<file path="src/rtl/dma_arb_pkg.sv">
package dma_arb_pkg;

    typedef enum logic {
        ST_IDLE = 1'b0,
        ST_XFER = 1'b1
    } arb_state_e;

endpackage

</file>
<file path="src/rtl/dma_arb_prio_pick.sv">
module dma_arb_prio_pick #(
    parameter int NUM_CH = 8,
    parameter int IDX_W  = $clog2(NUM_CH)
) (
    input  logic [NUM_CH-1:0] req,
    output logic [NUM_CH-1:0] win,
    output logic [IDX_W-1:0]  win_idx,
    output logic              any_req
);

    // seen[i] is high when any channel numbered below i is pending
    logic [NUM_CH:0] seen;

    assign seen[0] = 1'b0;

    for (genvar g = 0; g < NUM_CH; g++) begin : g_chain
        assign win[g]    = req[g] & ~seen[g];
        assign seen[g+1] = seen[g] | req[g];
    end

    assign any_req = seen[NUM_CH];

    always_comb begin
        win_idx = '0;
        for (int i = 0; i < NUM_CH; i++) begin
            if (win[i]) begin
                win_idx = win_idx | IDX_W'(i);
            end
        end
    end

endmodule

</file>
<file path="src/rtl/dma_arb_beat_ctr.sv">
module dma_arb_beat_ctr #(
    parameter int CNT_W     = 3,
    parameter int MAX_BEATS = 4,
    parameter int REM_W     = $clog2(MAX_BEATS + 1)
) (
    input  logic             clk,
    input  logic             rst,
    input  logic             load,
    input  logic [CNT_W-1:0] load_len,
    input  logic             active,
    input  logic             beat,
    output logic             last_beat
);

    logic [REM_W-1:0] rem_q;
    logic [REM_W-1:0] eff_len;

    // zero means one beat; anything beyond the cap is cut to the cap
    always_comb begin
        if (load_len == '0) begin
            eff_len = REM_W'(1);
        end else if (32'(load_len) > MAX_BEATS) begin
            eff_len = REM_W'(MAX_BEATS);
        end else begin
            eff_len = REM_W'(load_len);
        end
    end

    always_ff @(posedge clk) begin
        if (rst) begin
            rem_q <= '0;
        end else if (load) begin
            rem_q <= eff_len;
        end else if (active && beat && rem_q != '0) begin
            rem_q <= rem_q - REM_W'(1);
        end
    end

    assign last_beat = active && beat && (rem_q == REM_W'(1));

endmodule

</file>
<file path="src/rtl/dma_arb_irq_merge.sv">
module dma_arb_irq_merge #(
    parameter int NUM_CH = 8
) (
    input  logic [NUM_CH-1:0] irq_in,
    output logic              irq_out
);

    assign irq_out = |irq_in;

endmodule

</file>
<file path="src/rtl/dma_chan_arbiter.sv">
module dma_chan_arbiter
    import dma_arb_pkg::*;
#(
    parameter int NUM_CH    = 8,
    parameter int CNT_W     = 3,
    parameter int MAX_BEATS = 4
) (
    input  logic                    clk,
    input  logic                    rst,
    input  logic [NUM_CH-1:0]       req,
    input  logic [NUM_CH*CNT_W-1:0] grp_len,
    input  logic                    beat_done,
    input  logic [NUM_CH-1:0]       irq_in,
    output logic [NUM_CH-1:0]       grant,
    output logic [$clog2(NUM_CH)-1:0] grant_idx,
    output logic                    busy,
    output logic                    irq_out
);

    localparam int IDX_W = $clog2(NUM_CH);

    arb_state_e state_q, state_d;

    logic [NUM_CH-1:0] pick_win;
    logic [IDX_W-1:0]  pick_idx;
    logic              pick_any;
    logic              group_last;
    logic              take_grant;
    logic              drop_grant;
    logic [CNT_W-1:0]  pick_len;

    logic [NUM_CH-1:0] grant_q;
    logic [IDX_W-1:0]  idx_q;

    dma_arb_prio_pick #(
        .NUM_CH (NUM_CH),
        .IDX_W  (IDX_W)
    ) u_pick (
        .req     (req),
        .win     (pick_win),
        .win_idx (pick_idx),
        .any_req (pick_any)
    );

    assign pick_len = grp_len[pick_idx*CNT_W +: CNT_W];

    dma_arb_beat_ctr #(
        .CNT_W     (CNT_W),
        .MAX_BEATS (MAX_BEATS)
    ) u_beats (
        .clk       (clk),
        .rst       (rst),
        .load      (take_grant),
        .load_len  (pick_len),
        .active    (state_q == ST_XFER),
        .beat      (beat_done),
        .last_beat (group_last)
    );

    dma_arb_irq_merge #(
        .NUM_CH (NUM_CH)
    ) u_irq (
        .irq_in  (irq_in),
        .irq_out (irq_out)
    );

    // next-state and transition decode
    always_comb begin
        state_d    = state_q;
        take_grant = 1'b0;
        drop_grant = 1'b0;
        unique case (state_q)
            ST_IDLE: begin
                if (pick_any) begin          // T_START
                    state_d    = ST_XFER;
                    take_grant = 1'b1;
                end
            end
            ST_XFER: begin
                if (group_last) begin
                    if (pick_any) begin      // T_HANDOFF
                        state_d    = ST_XFER;
                        take_grant = 1'b1;
                    end else begin           // T_RELEASE
                        state_d    = ST_IDLE;
                        drop_grant = 1'b1;
                    end
                end                          // else T_HOLD
            end
            default: state_d = ST_IDLE;
        endcase
    end

    // state register
    always_ff @(posedge clk) begin
        if (rst) begin
            state_q <= ST_IDLE;
        end else begin
            state_q <= state_d;
        end
    end

    // output registers
    always_ff @(posedge clk) begin
        if (rst) begin
            grant_q <= '0;
            idx_q   <= '0;
        end else if (take_grant) begin
            grant_q <= pick_win;
            idx_q   <= pick_idx;
        end else if (drop_grant) begin
            grant_q <= '0;
            idx_q   <= '0;
        end
    end

    assign grant     = grant_q;
    assign grant_idx = idx_q;
    assign busy      = (state_q == ST_XFER);

endmodule

</file>
<file path="config.mk">
export PLATFORM = sky130hd
export DESIGN_NAME = dma_chan_arbiter
export DESIGN_NICKNAME = d
export VERILOG_FILES = /design/src/rtl/dma_arb_pkg.sv /design/src/rtl/dma_arb_prio_pick.sv /design/src/rtl/dma_arb_beat_ctr.sv /design/src/rtl/dma_arb_irq_merge.sv /design/src/rtl/dma_chan_arbiter.sv
export SDC_FILE = /design/constraint.sdc
export NUM_CORES = 1
export LEC_CHECK = 0
export ABC_CLOCK_PERIOD_IN_PS = 1880
export BUFFER_PORTS_ARGS = -buffer_cell sky130_fd_sc_hd__buf_4
export CAP_MARGIN = 20
export CORE_ASPECT_RATIO = 0.9
export CORE_MARGIN = 4
export CORE_UTILIZATION = 30
export DETAILED_ROUTE_END_ITERATION = 8
export RECOVER_POWER = 50
export SYNTH_ARGS = -nofsm -noshare
export SYNTH_HDL_FRONTEND = slang
export SYNTH_SLANG_ARGS = --single-unit
</file>
<file path="constraint.sdc">
create_clock -name clk -period 1.88 [get_ports clk]
set_input_delay 0.376 -clock clk [delete_from_list [all_inputs] [get_ports clk]]
set_output_delay 0.376 -clock clk [all_outputs]
set_load 0.02 [all_outputs]
</file>
==> reports/results.md, run 1 <==
## Run status
- complete, but fails checks — run status
- setup timing — failing checks

## Global routing
- 15.36% — Tot GR Track Use
- 0 — antenna violations before repair
- 16 — pin count of the biggest net entering global routing
- 4.928% — global-route met3 utilization
- met2 — busiest layer in global routing
- 27.86% — met2 layer usage reported by global route
- 0 — gr ovfl total
- 18.52% — met1 Use GR
- 5595 um — global-route wire length before repair
- 1,235 — vias in the first global route

## Die
- 19 — row count
- 4383 um2 — Die Outline Area
- 32.13% — effective utilization at floorplan
- 56 — # IOs
- 3162 um2 — total core area
- 63.21 um — die height
- 69.34 um — width of the die

## Layout
- 46.41% — ratio of cells with drive above 1 in the final layout
- 769.5 um2 — Multi-input gate area
- 297 — total of fill cells in the finished design
- 78.08% — area delta synth->final
- 0 — Antenna Cells
- 300.3 um2 — Sequential Area
- 256 — Final Net Count

## Clock network
- 1 — count of H-tree levels built during CTS
- 2 — maximum root-to-sink buffer count
- 0.24 ns — clock latency at the later pin of the worst-skew pair
- 15 — count of clock tree sinks
- sky130_fd_sc_hd__clkbuf_8 — buffer cell driving the clock tree root
- 0.06 ns — Reg clk slew, reported paths
- built — clock tree from TritonCTS
- 0 — hold buffers post-CTS
- 3 — TritonCTS Buffers

## STA
- 0 — Final Slew Violations
- 0.0007680 ns — clk_skew
- yes — unrepaired setup endpoints after global routing
- 0 — endpoints failing hold
- 531.6 MHz — Max Clk Rate
- -0.0009575 ns — worst setup slack after layout
- 0.3143 ns — measured slew at the worst slew-check pin
- 1.881 ns — final critical path time including I/O delays and setup
- 78.86% — Slew headroom
- 1 — # setup viols final
- 0.4233 ns — worst hold slack
- 100.1% — crit share post-route

## Critical path
- u_beats.rem_q[1] — worst flop-to-flop path startpoint
- 5 — Max Fanout on Critical Path
- in2reg — critical setup path kind
- 2.04 ns — arrival time of the worst setup path
- primary input — type of origin of the critical path
- 2.04 ns — data required time of the worst path
- register — critical path endpoint category
- req[0] — launching instance or port of the critical path

## Drt
- 5.147 — detail-routed via count per cell
- 4 — Pre-Repair DR Iteration Count
- 1,292 — vias
- 0 — post-route ant nets
- 14.05 um — routed wire length per instance
- 52 — iteration-0 DRC count of the detailed router
- 3526 um — WL final
- 0 — # DRC

## Worst hold path
- rst — worst hold path startpoint
- in2reg — Hold/Removal Path Class

## Power
- 936.1 uW — Final Total Pwr
- 0.7643 nW — Leakage Power
- 0.4953 mV — maximum vdd drop
- 517.4 nW/um2 — pwr dens

## Placement
- 2824 um — DP HPWL
- 0.8628 — final weighted congestion in routability-driven placement
- 55 — count of input and output buffers

## Yosys
- 170 — Synthesized Nets
- sky130_fd_sc_hd__dfxtp_1 — Post-synth top flop
- 15 — #FFs+latches synth
- 29.56% — Synth top area share
- 1016 um2 — Post-Syn Area
- 0% — XOR/XNOR Fraction of Synth Area
- 0 — number of enable-type register cells in the synthesized netlist
- 1.970% — share of cell area taken by muxes after synthesis
- 0 — warnings from Yosys
- compound AO/OA/AOI/OAI gates — dominant combinational cell family by area after synthesis
- 3.695% — adder-cell share of the synthesized area
- 29.56% — register area share after synthesis
- 0% — async set-reset flop share out of synthesis
- 35.71% — fraction of the mapped netlist area in compound gates
- 41 — number of distinct library cells after synthesis
- sky130_fd_sc_hd__dfxtp_1 — post-synth top area cell
- sky130_fd_sc_hd__nor2_1 — top-count cell post-synth
- 124 — number of cells produced by synthesis
- 25.25% — post-synthesis simple-gate area fraction
- 19 x sky130_fd_sc_hd__nor2_1, 15 x sky130_fd_sc_hd__dfxtp_1, 13 x sky130_fd_sc_hd__a21oi_1 — synth cell count leaders
- sky130_fd_sc_hd__dfxtp_1 30%, sky130_fd_sc_hd__nor2_1 7.0%, sky130_fd_sc_hd__a21oi_1 6.4%, sky130_fd_sc_hd__nand2_1 4.1%, sky130_fd_sc_hd__a22oi_1 3.7% — top cells by area, synth
- 8.193 um2 — average instance area after synthesis

## Flow run
- 0 — reported max-cap violation count

-- cell usage in the layout (no fill, tap or decap), drive strengths merged, types with 4 or more instances in the layout --
cell    synthesis  final
inv             6      6
a32oi           4      4
nand3           4      4
o21ai           6      6
a22oi           5      5
clkbuf          1     16
nand2          11     11
nor2           20     20
buf             2     71
dfxtp          15     15
a21oi          14     14
-- what timing repair did --
item                                    in CTS  in global routing
resized for setup                            0                 24
buffers inserted                             0                  4
endpoints found under the setup margin       0                 11
-- registers in the layout (all words and copies together), names as in the netlist --
register       cells
busy               1
u_beats.rem_q      3
grant              8
grant_idx          3
-- final timing paths --
kind	endpoint	slack, ns	depth (start not counted)
worst max register to register	u_beats.rem_q[1]	0.16	8
worst min-delay path	u_beats.rem_q[1]	0.42	2
worst min register to register	u_beats.rem_q[2]	0.47	2
worst max-delay path	u_beats.rem_q[1]	-0.001	8
-- per-stage QoR --
| step | util, % | cells | instance area [um2] | setup WS (ns) | setup TNS [ns] |
|---|---|---|---|---|---|
| after floorplan | - | 124 | 1023 | -0.002462 | -0.002462 |
| after global placement | 52.28 | 242 | 1653 | -0.1730 | -1.723 |
| after detailed placement | 52.28 | 242 | 1653 | -0.2357 | -2.226 |
| after CTS | 53.70 | 246 | 1698 | 0.02258 | 0 |
| after global routing | 57.22 | 251 | 1809 | -0.1072 | -0.2076 |
| final | 57.22 | 251 | 1809 | -0.0009575 | -0.0009575 |
-- power by group --
group          switching (mW)  internal, mW
clock                   0.107         0.150
sequential            0.00813         0.332
combinational           0.159         0.180
total                   0.274         0.662
-- per-layer routing --
metal / part of all wire (%) / vias to the layer above / wire length [um]
met5: 0 / - / 0
met4: 0 / 0 / 0
met3: 7.2 / 0 / 253
met2: 51 / 36 / 1800
met1: 42 / 609 / 1473
li1: - / 647 / -
-- cell type report --
cell class                 instances  area share (%)
multi-input combinational        100           42.53
timing repair buffer              84           34.23
sequential                        15           16.60
tap                               42           2.905
clock buffer                       4           2.490
inverter                           6           1.245
-- cell families (layout without fill, tap and decap cells) --
| logic type | count (synthesis) | in the layout |
|---|---|---|
| multiplexers | 2 | 2 |
| adder cells (fa/ha/maj) | 3 | 3 |
| flip-flops | 15 | 15 |
| AO/OA/AOI/OAI | 47 | 47 |
| AND/OR/NAND/NOR | 48 | 48 |
| buffers and inverters | 9 | 94 |
-- critical path, stage by stage --
cell and delay [ns]:
sky130_fd_sc_hd__buf_8 0.10, sky130_fd_sc_hd__nor4_4 0.32, sky130_fd_sc_hd__and4b_4 0.33, sky130_fd_sc_hd__nor2_4 0.05, sky130_fd_sc_hd__o221a_1 0.24, sky130_fd_sc_hd__o32ai_4 0.30, sky130_fd_sc_hd__nand2b_1 0.10, sky130_fd_sc_hd__a221oi_2 0.23
No activity file was read; power rests on OpenSTA's default activity.
==> run 2, diff against run 1 <==
--- a/config.mk
+++ b/config.mk
@@ -5,7 +5,7 @@
 export SDC_FILE = /design/constraint.sdc
 export NUM_CORES = 1
 export LEC_CHECK = 0
-export ABC_CLOCK_PERIOD_IN_PS = 1880
+export ABC_CLOCK_PERIOD_IN_PS = 2000
 export BUFFER_PORTS_ARGS = -buffer_cell sky130_fd_sc_hd__buf_4
 export CAP_MARGIN = 20
 export CORE_ASPECT_RATIO = 0.9
==> constraint.sdc (replaced) <==
create_clock -name clk -period 2 [get_ports clk]
set_input_delay 0.4 -clock clk [delete_from_list [all_inputs] [get_ports clk]]
set_output_delay 0.4 -clock clk [all_outputs]
set_load 0.02 [all_outputs]
==> run 2 against run 1 <==
  * The run now ends clean
  * Critical path depth up 2
  * Critical endpoint is now u_beats.rem_q[0]
  * Via count down 1.5%
  * Sequential share of layout area up 0.97 points
  * First-iteration DRC count up 33%
  * Clock power down 5%
  * Die area unchanged
  * Flip-flop and latch count unchanged
  * Non-clock buffer count down 1
  * Final area down 5.5%
  * Core utilization down 3.2 points
==> reports/results.md, run 2 (synthesis results as in run 1) <==
## Global routing
- 0 — antenna violations before repair, unchanged
- 5789 um — global-route wire length before repair, +3.5%
- 16 — pin count of the biggest net entering global routing, unchanged
- 1,290 — vias in the first global route, +4.5%
- 16.07% — Tot GR Track Use, +0.72 points
- 0 — gr ovfl total, unchanged

## Critical path
- sky130_fd_sc_hd__o32ai_2 — slowest stage cell, crit path
- sky130_fd_sc_hd__buf_4 — Most common cell on crit path
- register — critical path endpoint category
- buf_4 -> nor4_4 -> buf_4 -> nand4b_1 -> nand3_1 -> a21oi_1 -> o32ai_2 -> buf_4 -> o21ai_1 -> a31oi_1 — worst path cell trace
- req[0] — launching instance or port of the critical path
- 0.32 ns — slowest cell delay on critical path, about the same
- in2reg — critical setup path kind
- 2.17 ns — data required time of the worst path, +0.13 ns
- 2.13 ns — arrival time of the worst setup path, +0.09 ns
- 10 — logic depth of the worst path, buffers included, +2
- primary input — type of origin of the critical path
- 7 — Max Fanout on Critical Path, +2
- 9 — r2r worst-path depth, +1
- 3 — Buf+Inv Stages, Crit Path, +2
- u_beats.rem_q[0] — capture point of the worst reg-to-reg path
- u_beats.rem_q[0] — critical path capture point
- simple AND/OR/NAND/NOR gates — kind of cell adding the most delay to the critical path
- u_beats.rem_q[1] — worst flop-to-flop path startpoint
- 0.17 ns — Worst R2R Setup Slack, about the same

## Power
- 29.15% — switching fraction of total power, -0.13 points
- 28.7% — clock group share of total power, +1.2 points
- 854.8 uW — Final Total Pwr, -8.7%
- 500.1 nW/um2 — pwr dens, -3.3%
- 0.3455 mV — maximum vdd drop, -30%
- 249.2 uW — net load switching power, -9.1%
- 37.5% — Sequential Power Share, +1.1 points
- 33.9% — combinational share of power, -2.2 points
- 0.7413 nW — Leakage Power, -3.0%
- 605.6 uW — P_int, -8.5%

## Layout
- 250 — non-filler instance count after layout, -0.40%
- 0 — Antenna Cells, unchanged
- 255 — Final Net Count, -0.39%
- 68.23% — area delta synth->final
- sky130_fd_sc_hd__buf_4 — leading cell type in the layout, fill and taps excluded
- 70 x sky130_fd_sc_hd__buf_4, 19 x sky130_fd_sc_hd__nor2_1, 15 x sky130_fd_sc_hd__dfxtp_1, 13 x sky130_fd_sc_hd__clkbuf_1, 12 x sky130_fd_sc_hd__a21oi_1 — most frequent cells in the layout
- 312 — total of fill cells in the finished design, +5.1%
- 8 — flip-flop count of the largest register after layout, unchanged
- 42.31% — ratio of cells with drive above 1 in the final layout, -4.1 points

## Drt
- 0 — post-route ant nets, unchanged
- 4 — Pre-Repair DR Iteration Count, unchanged
- 69 — iteration-0 DRC count of the detailed router, +33%
- 5.092 — detail-routed via count per cell, -1.1%
- 3436 um — WL final, -2.6%
- 13.74 um — routed wire length per instance, -2.2%
- 0 — # DRC, unchanged
- 1,273 — vias, -1.5%

## Placement
- 244 — dpl cells, +0.83%
- 0.8440 — final weighted congestion in routability-driven placement, -2.2%
- 2927 um — DP HPWL, +3.7%
- 55 — count of input and output buffers, unchanged

## STA
- 0.003806 ns — clk_skew, +0.003038 ns
- 75.76% — Slew headroom, -3.1 points
- 97.98% — crit share post-route
- 0 — Final Slew Violations, unchanged
- 0 — # setup viols final, -1
- 1.960 ns — final critical path time including I/O delays and setup
- 510.3 MHz — Max Clk Rate
- 0 — endpoints failing hold, unchanged
- 0.3625 ns — measured slew at the worst slew-check pin, +0.04812 ns
- yes — unrepaired setup endpoints after global routing

## Clock network
- 2 — maximum root-to-sink buffer count, unchanged
- 1 — count of H-tree levels built during CTS, unchanged
- 3 — TritonCTS Buffers, unchanged
- built — clock tree from TritonCTS
- 0.06 ns — Reg clk slew, reported paths, about the same
- sky130_fd_sc_hd__clkbuf_8 — buffer cell driving the clock tree root
- 0.25 ns — clock latency at the later pin of the worst-skew pair, about the same
- 15 — count of clock tree sinks, unchanged

## Die
- 4383 um2 — Die Outline Area, unchanged
- 3162 um2 — total core area, unchanged
- 63.21 um — die height, unchanged
- 56 — # IOs, unchanged
- 69.34 um — width of the die, unchanged
- 19 — row count, unchanged
- 32.13% — effective utilization at floorplan, unchanged

## Run status
- finished clean — run status

## Worst hold path
- 2 — Worst Hold Depth, unchanged
- in2reg — Hold/Removal Path Class

## Flow run
- 0 — reported max-cap violation count, unchanged

run 2: power by group through the flow:
stage	clock, mW	combinational [mW]	sequential, mW
after floorplan	0	0.122	0.334
after global placement	0	0.275	0.326
after detailed placement	0	0.283	0.327
after CTS	0.255	0.284	0.321
after global routing	0.270	0.319	0.322
final	0.245	0.289	0.320
run 2: worst min-delay path by stage:
stage                     startpoint          endpoint  slack (ns)
floorplan           u_beats.rem_q[2]  u_beats.rem_q[2]        0.43
global placement            grant[3]          grant[3]        0.44
detailed placement      grant_idx[2]      grant_idx[2]        0.46
CTS                              rst  u_beats.rem_q[1]        0.44
global route                     rst  u_beats.rem_q[2]        0.46
finish                           rst  u_beats.rem_q[1]        0.44
run 2: layout make-up:
type | count | area [um2] | area share, %
Multi-Input combinational cell | 100 | 706.9 | 41.36
Timing Repair Buffer | 83 | 581.8 | 34.04
Sequential cell | 15 | 300.3 | 17.57
Tap cell | 42 | 52.55 | 3.075
Clock buffer | 4 | 45.04 | 2.635
Inverter | 6 | 22.52 | 1.318
run 2: repair_timing:
| action | 4_1_cts | 5_1_grt |
|---|---|---|
| buffers inserted | 0 | 2 |
| hold buffers | 0 | 0 |
| gates resized for setup | 0 | 5 |
| endpoints found under the setup margin | 0 | 5 |
run 2: per-stage QoR:
stage               area, um2  TNS, ns  hold WS [ns]  setup slack (ns)  util, %
global placement         1660  -0.4403        0.4419           -0.1094    52.51
detailed placement       1660   -1.068        0.4618           -0.1606    52.51
global route             1709  -0.1517        0.4599          -0.08616    54.06
floorplan                1016        0        0.4336           0.06612        -
finish                   1709        0        0.4382           0.04049    54.06
CTS                      1705        0        0.4358           0.09487    53.94
run 2: per-layer routing:
metal | up-vias | track usage [%] | share of wire, %
met5 | - | 0 | 0
met4 | 0 | 3.902 | 0.90
met3 | 4 | 4.610 | 5.4
met2 | 35 | 28.81 | 53
met1 | 588 | 18.76 | 41
li1 | 646 | - | -
==> run 3, diff against run 2 <==
--- a/config.mk
+++ b/config.mk
@@ -5,6 +5,7 @@
 export SDC_FILE = /design/constraint.sdc
 export NUM_CORES = 1
 export LEC_CHECK = 0
+export ABC_AREA = 1
 export ABC_CLOCK_PERIOD_IN_PS = 2000
 export BUFFER_PORTS_ARGS = -buffer_cell sky130_fd_sc_hd__buf_4
 export CAP_MARGIN = 20
==> run 3 against run 2 <==
  * Combinational power decreased by 17%
  * Core utilization decreased by 8.3 points
  * Synthesized area increased by 12%
  * Flip-flop and latch count unchanged
  * Sequential share of layout area increased by 1.2 points
  * Sequential power about the same
  * Register-to-register slack improved by 0.21 ns
==> reports/results.md, run 3 <==
## Placement
- 2624 um — DP HPWL, -10%
- 0.08286 ns — worst slack at placement, +0.2434 ns
- 0.8040 — final weighted congestion in routability-driven placement, -4.7%
- 55 — count of input and output buffers, unchanged

## Critical path
- simple AND/OR/NAND/NOR gates — kind of cell adding the most delay to the critical path
- primary input — type of origin of the critical path
- 0.17 ns — slowest cell delay on critical path, -0.15 ns
- register — critical path endpoint category
- req[1] — launching instance or port of the critical path
- u_beats.rem_q[1] — worst flop-to-flop path startpoint
- sky130_fd_sc_hd__nand2_4 — slowest stage cell, crit path
- 1.83 ns — arrival time of the worst setup path, -0.30 ns
- buf_4 -> nor2_4 -> nand4_4 -> nor2_4 -> nand3_4 -> nand2_4 -> inv_2 -> o21ai_1 -> nand3_1 -> nand2_1 -> nand2_1 -> a21oi_2 — worst path cell trace
- 2.19 ns — data required time of the worst path, +0.02 ns
- in2reg — critical setup path kind
- 2 — Buf+Inv Stages, Crit Path, -1
- 14 — Max Fanout on Critical Path, +7

## Power
- 798.3 uW — Final Total Pwr, -6.6%
- 497.7 nW/um2 — pwr dens, -0.49%
- 0.8039 nW — Leakage Power, +8.4%
- 0.2636 mV — maximum vdd drop, -24%

## STA
- 0 — Final Slew Violations, unchanged
- 82.37% — crit share post-route, -16 points
- 0.0009685 ns — clk_skew, -0.002837 ns
- 1.647 ns — final critical path time including I/O delays and setup, -0.3120 ns
- 0 — # setup viols final, unchanged
- 75.76% — Slew headroom, about the same
- 0.4160 ns — worst hold slack, -0.02216 ns
- 0 — endpoints failing hold, unchanged
- 0.3597 ns — measured slew at the worst slew-check pin, -0.002731 ns
- 0 ns — setup_tns, unchanged
- 0.3525 ns — worst setup slack after layout, +0.3120 ns
- no — unrepaired setup endpoints after global routing
- 607.0 MHz — Max Clk Rate, +19%

## Drt
- 0 — # DRC, unchanged
- 19 — iteration-0 DRC count of the detailed router, -72%
- 4 — Pre-Repair DR Iteration Count, unchanged
- 0 — post-route ant nets, unchanged
- 1,301 — vias, +2.2%
- 4.549 — detail-routed via count per cell, -11%
- 3095 um — WL final, -9.9%
- 10.82 um — routed wire length per instance, -21%

## Yosys
- 0 — number of enable-type register cells in the synthesized netlist, unchanged
- 0% — async set-reset flop share out of synthesis, unchanged
- sky130_fd_sc_hd__dfxtp_1 — Post-synth top flop
- 26 — number of distinct library cells after synthesis, -37%
- 54 x sky130_fd_sc_hd__nand2_1, 33 x sky130_fd_sc_hd__inv_1, 21 x sky130_fd_sc_hd__nand3_1 — synth cell count leaders
- 183 — number of cells produced by synthesis, +48%
- sky130_fd_sc_hd__dfxtp_1 — post-synth top area cell
- 26.34% — register area share after synthesis, -3.2 points
- 26.34% — Synth top area share, -3.2 points
- 229 — Synthesized Nets, +35%
- 6.229 um2 — average instance area after synthesis, -24%
- 15 — #FFs+latches synth, unchanged
- 0 — warnings from Yosys, unchanged
- 1140 um2 — Post-Syn Area, +12%
- sky130_fd_sc_hd__nand2_1 — top-count cell post-synth
- sky130_fd_sc_hd__dfxtp_1 26%, sky130_fd_sc_hd__nand2_1 18%, sky130_fd_sc_hd__inv_1 11%, sky130_fd_sc_hd__nand3_1 9.2%, sky130_fd_sc_hd__a21oi_1 5.3% — top cells by area, synth

## Layout
- 0 — Antenna Cells, unchanged
- 25.62% — ratio of cells with drive above 1 in the final layout, -17 points
- 418 — total of fill cells in the finished design, +34%
- 289 — Final Net Count, +13%
- 8 — flip-flop count of the largest register after layout, unchanged
- 54 x sky130_fd_sc_hd__nand2_1, 45 x sky130_fd_sc_hd__buf_4, 33 x sky130_fd_sc_hd__inv_1, 21 x sky130_fd_sc_hd__nand3_1, 15 x sky130_fd_sc_hd__dfxtp_1 — most frequent cells in the layout
- 40.72% — area delta synth->final
- sky130_fd_sc_hd__nand2_1 — leading cell type in the layout, fill and taps excluded

## Clock network
- 3 — TritonCTS Buffers, unchanged
- 0 — hold buffers post-CTS, unchanged
- 15 — count of clock tree sinks, unchanged
- 0 — Resized Gates After CTS, unchanged
- built — clock tree from TritonCTS
- 0.24 ns — clock latency at the later pin of the worst-skew pair, about the same
- 2 — maximum root-to-sink buffer count, unchanged
- 0 — number of setup buffers added after CTS, unchanged
- sky130_fd_sc_hd__clkbuf_8 — buffer cell driving the clock tree root
- 0.06 ns — Reg clk slew, reported paths, about the same
- 1 — count of H-tree levels built during CTS, unchanged

## Global routing
- 13.62% — Tot GR Track Use, -2.4 points
- 5230 um — global-route wire length before repair, -9.7%
- 15 — pin count of the biggest net entering global routing, -1
- 1,209 — vias in the first global route, -6.3%
- 0 — gr ovfl total, unchanged
- 0 — antenna violations before repair, unchanged

## Flow run
- 0 — reported max-cap violation count, unchanged

## Die
- 66.48 um — die height, +5.2%
- 72.98 um — width of the die, +5.2%
- 4851 um2 — Die Outline Area, +11%
- 3503 um2 — total core area, +11%
- 20 — row count, +1
- 32.54% — effective utilization at floorplan, +0.40 points
- 56 — # IOs, unchanged

## Worst hold path
- rst — worst hold path startpoint
- in2reg — Hold/Removal Path Class

## Run status
- finished clean — run status

run 3: cell count changes after synthesis, moves of 4 or more:
cell / before / now
sky130_fd_sc_hd__a32oi_1: 4 / 0
sky130_fd_sc_hd__a22oi_1: 5 / 0
sky130_fd_sc_hd__nand2_1: 11 / 54
sky130_fd_sc_hd__nand3_1: 4 / 21
sky130_fd_sc_hd__nor2_4: 0 / 4
sky130_fd_sc_hd__nor2_1: 19 / 11
sky130_fd_sc_hd__inv_1: 6 / 33
run 3: logic make-up (layout without fill, tap and decap cells):
family | after synthesis | in the layout | share of synthesized area, %
AND/OR/NAND/NOR | 104 | 104 | 45.44
buffers and inverters | 37 | 96 | 13.28
AO/OA/AOI/OAI | 24 | 24 | 11.64
flip-flops | 15 | 15 | 26.34
adder cells (fa/ha/maj) | 3 | 3 | 3.293
run 3: cell type report:
class	count	area (um2)	share of cell area (%)
clock buffer	3	41.29	2.574
clock inverter	1	5.005	0.3120
tap	44	55.05	3.432
timing repair buffer	58	386.6	24.10
sequential	15	300.3	18.72
multi-input combinational	131	688.2	42.90
inverter	34	127.6	7.956
run 3: metrics by stage:
step	utilization (%)	instance area, um2	instances
after floorplan	-	1140	183
after global placement	45.86	1607	282
after detailed placement	45.86	1607	282
after CTS	47.18	1653	286
after global routing	45.79	1604	286
final	45.79	1604	286
run 3: power by group:
| part | leakage (nW) | switching (mW) | internal, mW |
|---|---|---|---|
| Sequential | 0.123 | 0.00715 | 0.312 |
| Clock | 0.0255 | 0.102 | 0.138 |
| Combinational | 0.656 | 0.127 | 0.112 |
| Total | 0.804 | 0.236 | 0.562 |
run 3: layer usage:
layer  part of all wire (%)  vias to the layer above  wire (um)  global-route usage (%)
met1                     46                      558       1409                   18.08
met5                      0                        -          0                       0
met4                   0.81                        0         25                   2.074
li1                       -                      696          -                       -
met3                    9.8                        5        303                   4.977
met2                     44                       42       1357                   21.40
run 3: worst paths after layout:
path | endpoint | slack, ns | cells after the start
max | u_beats.rem_q[1] | 0.35 | 12
min | grant[6] | 0.42 | 2
max reg2reg | u_beats.rem_q[1] | 0.38 | 9
min reg2reg | grant_idx[1] | 0.46 | 2
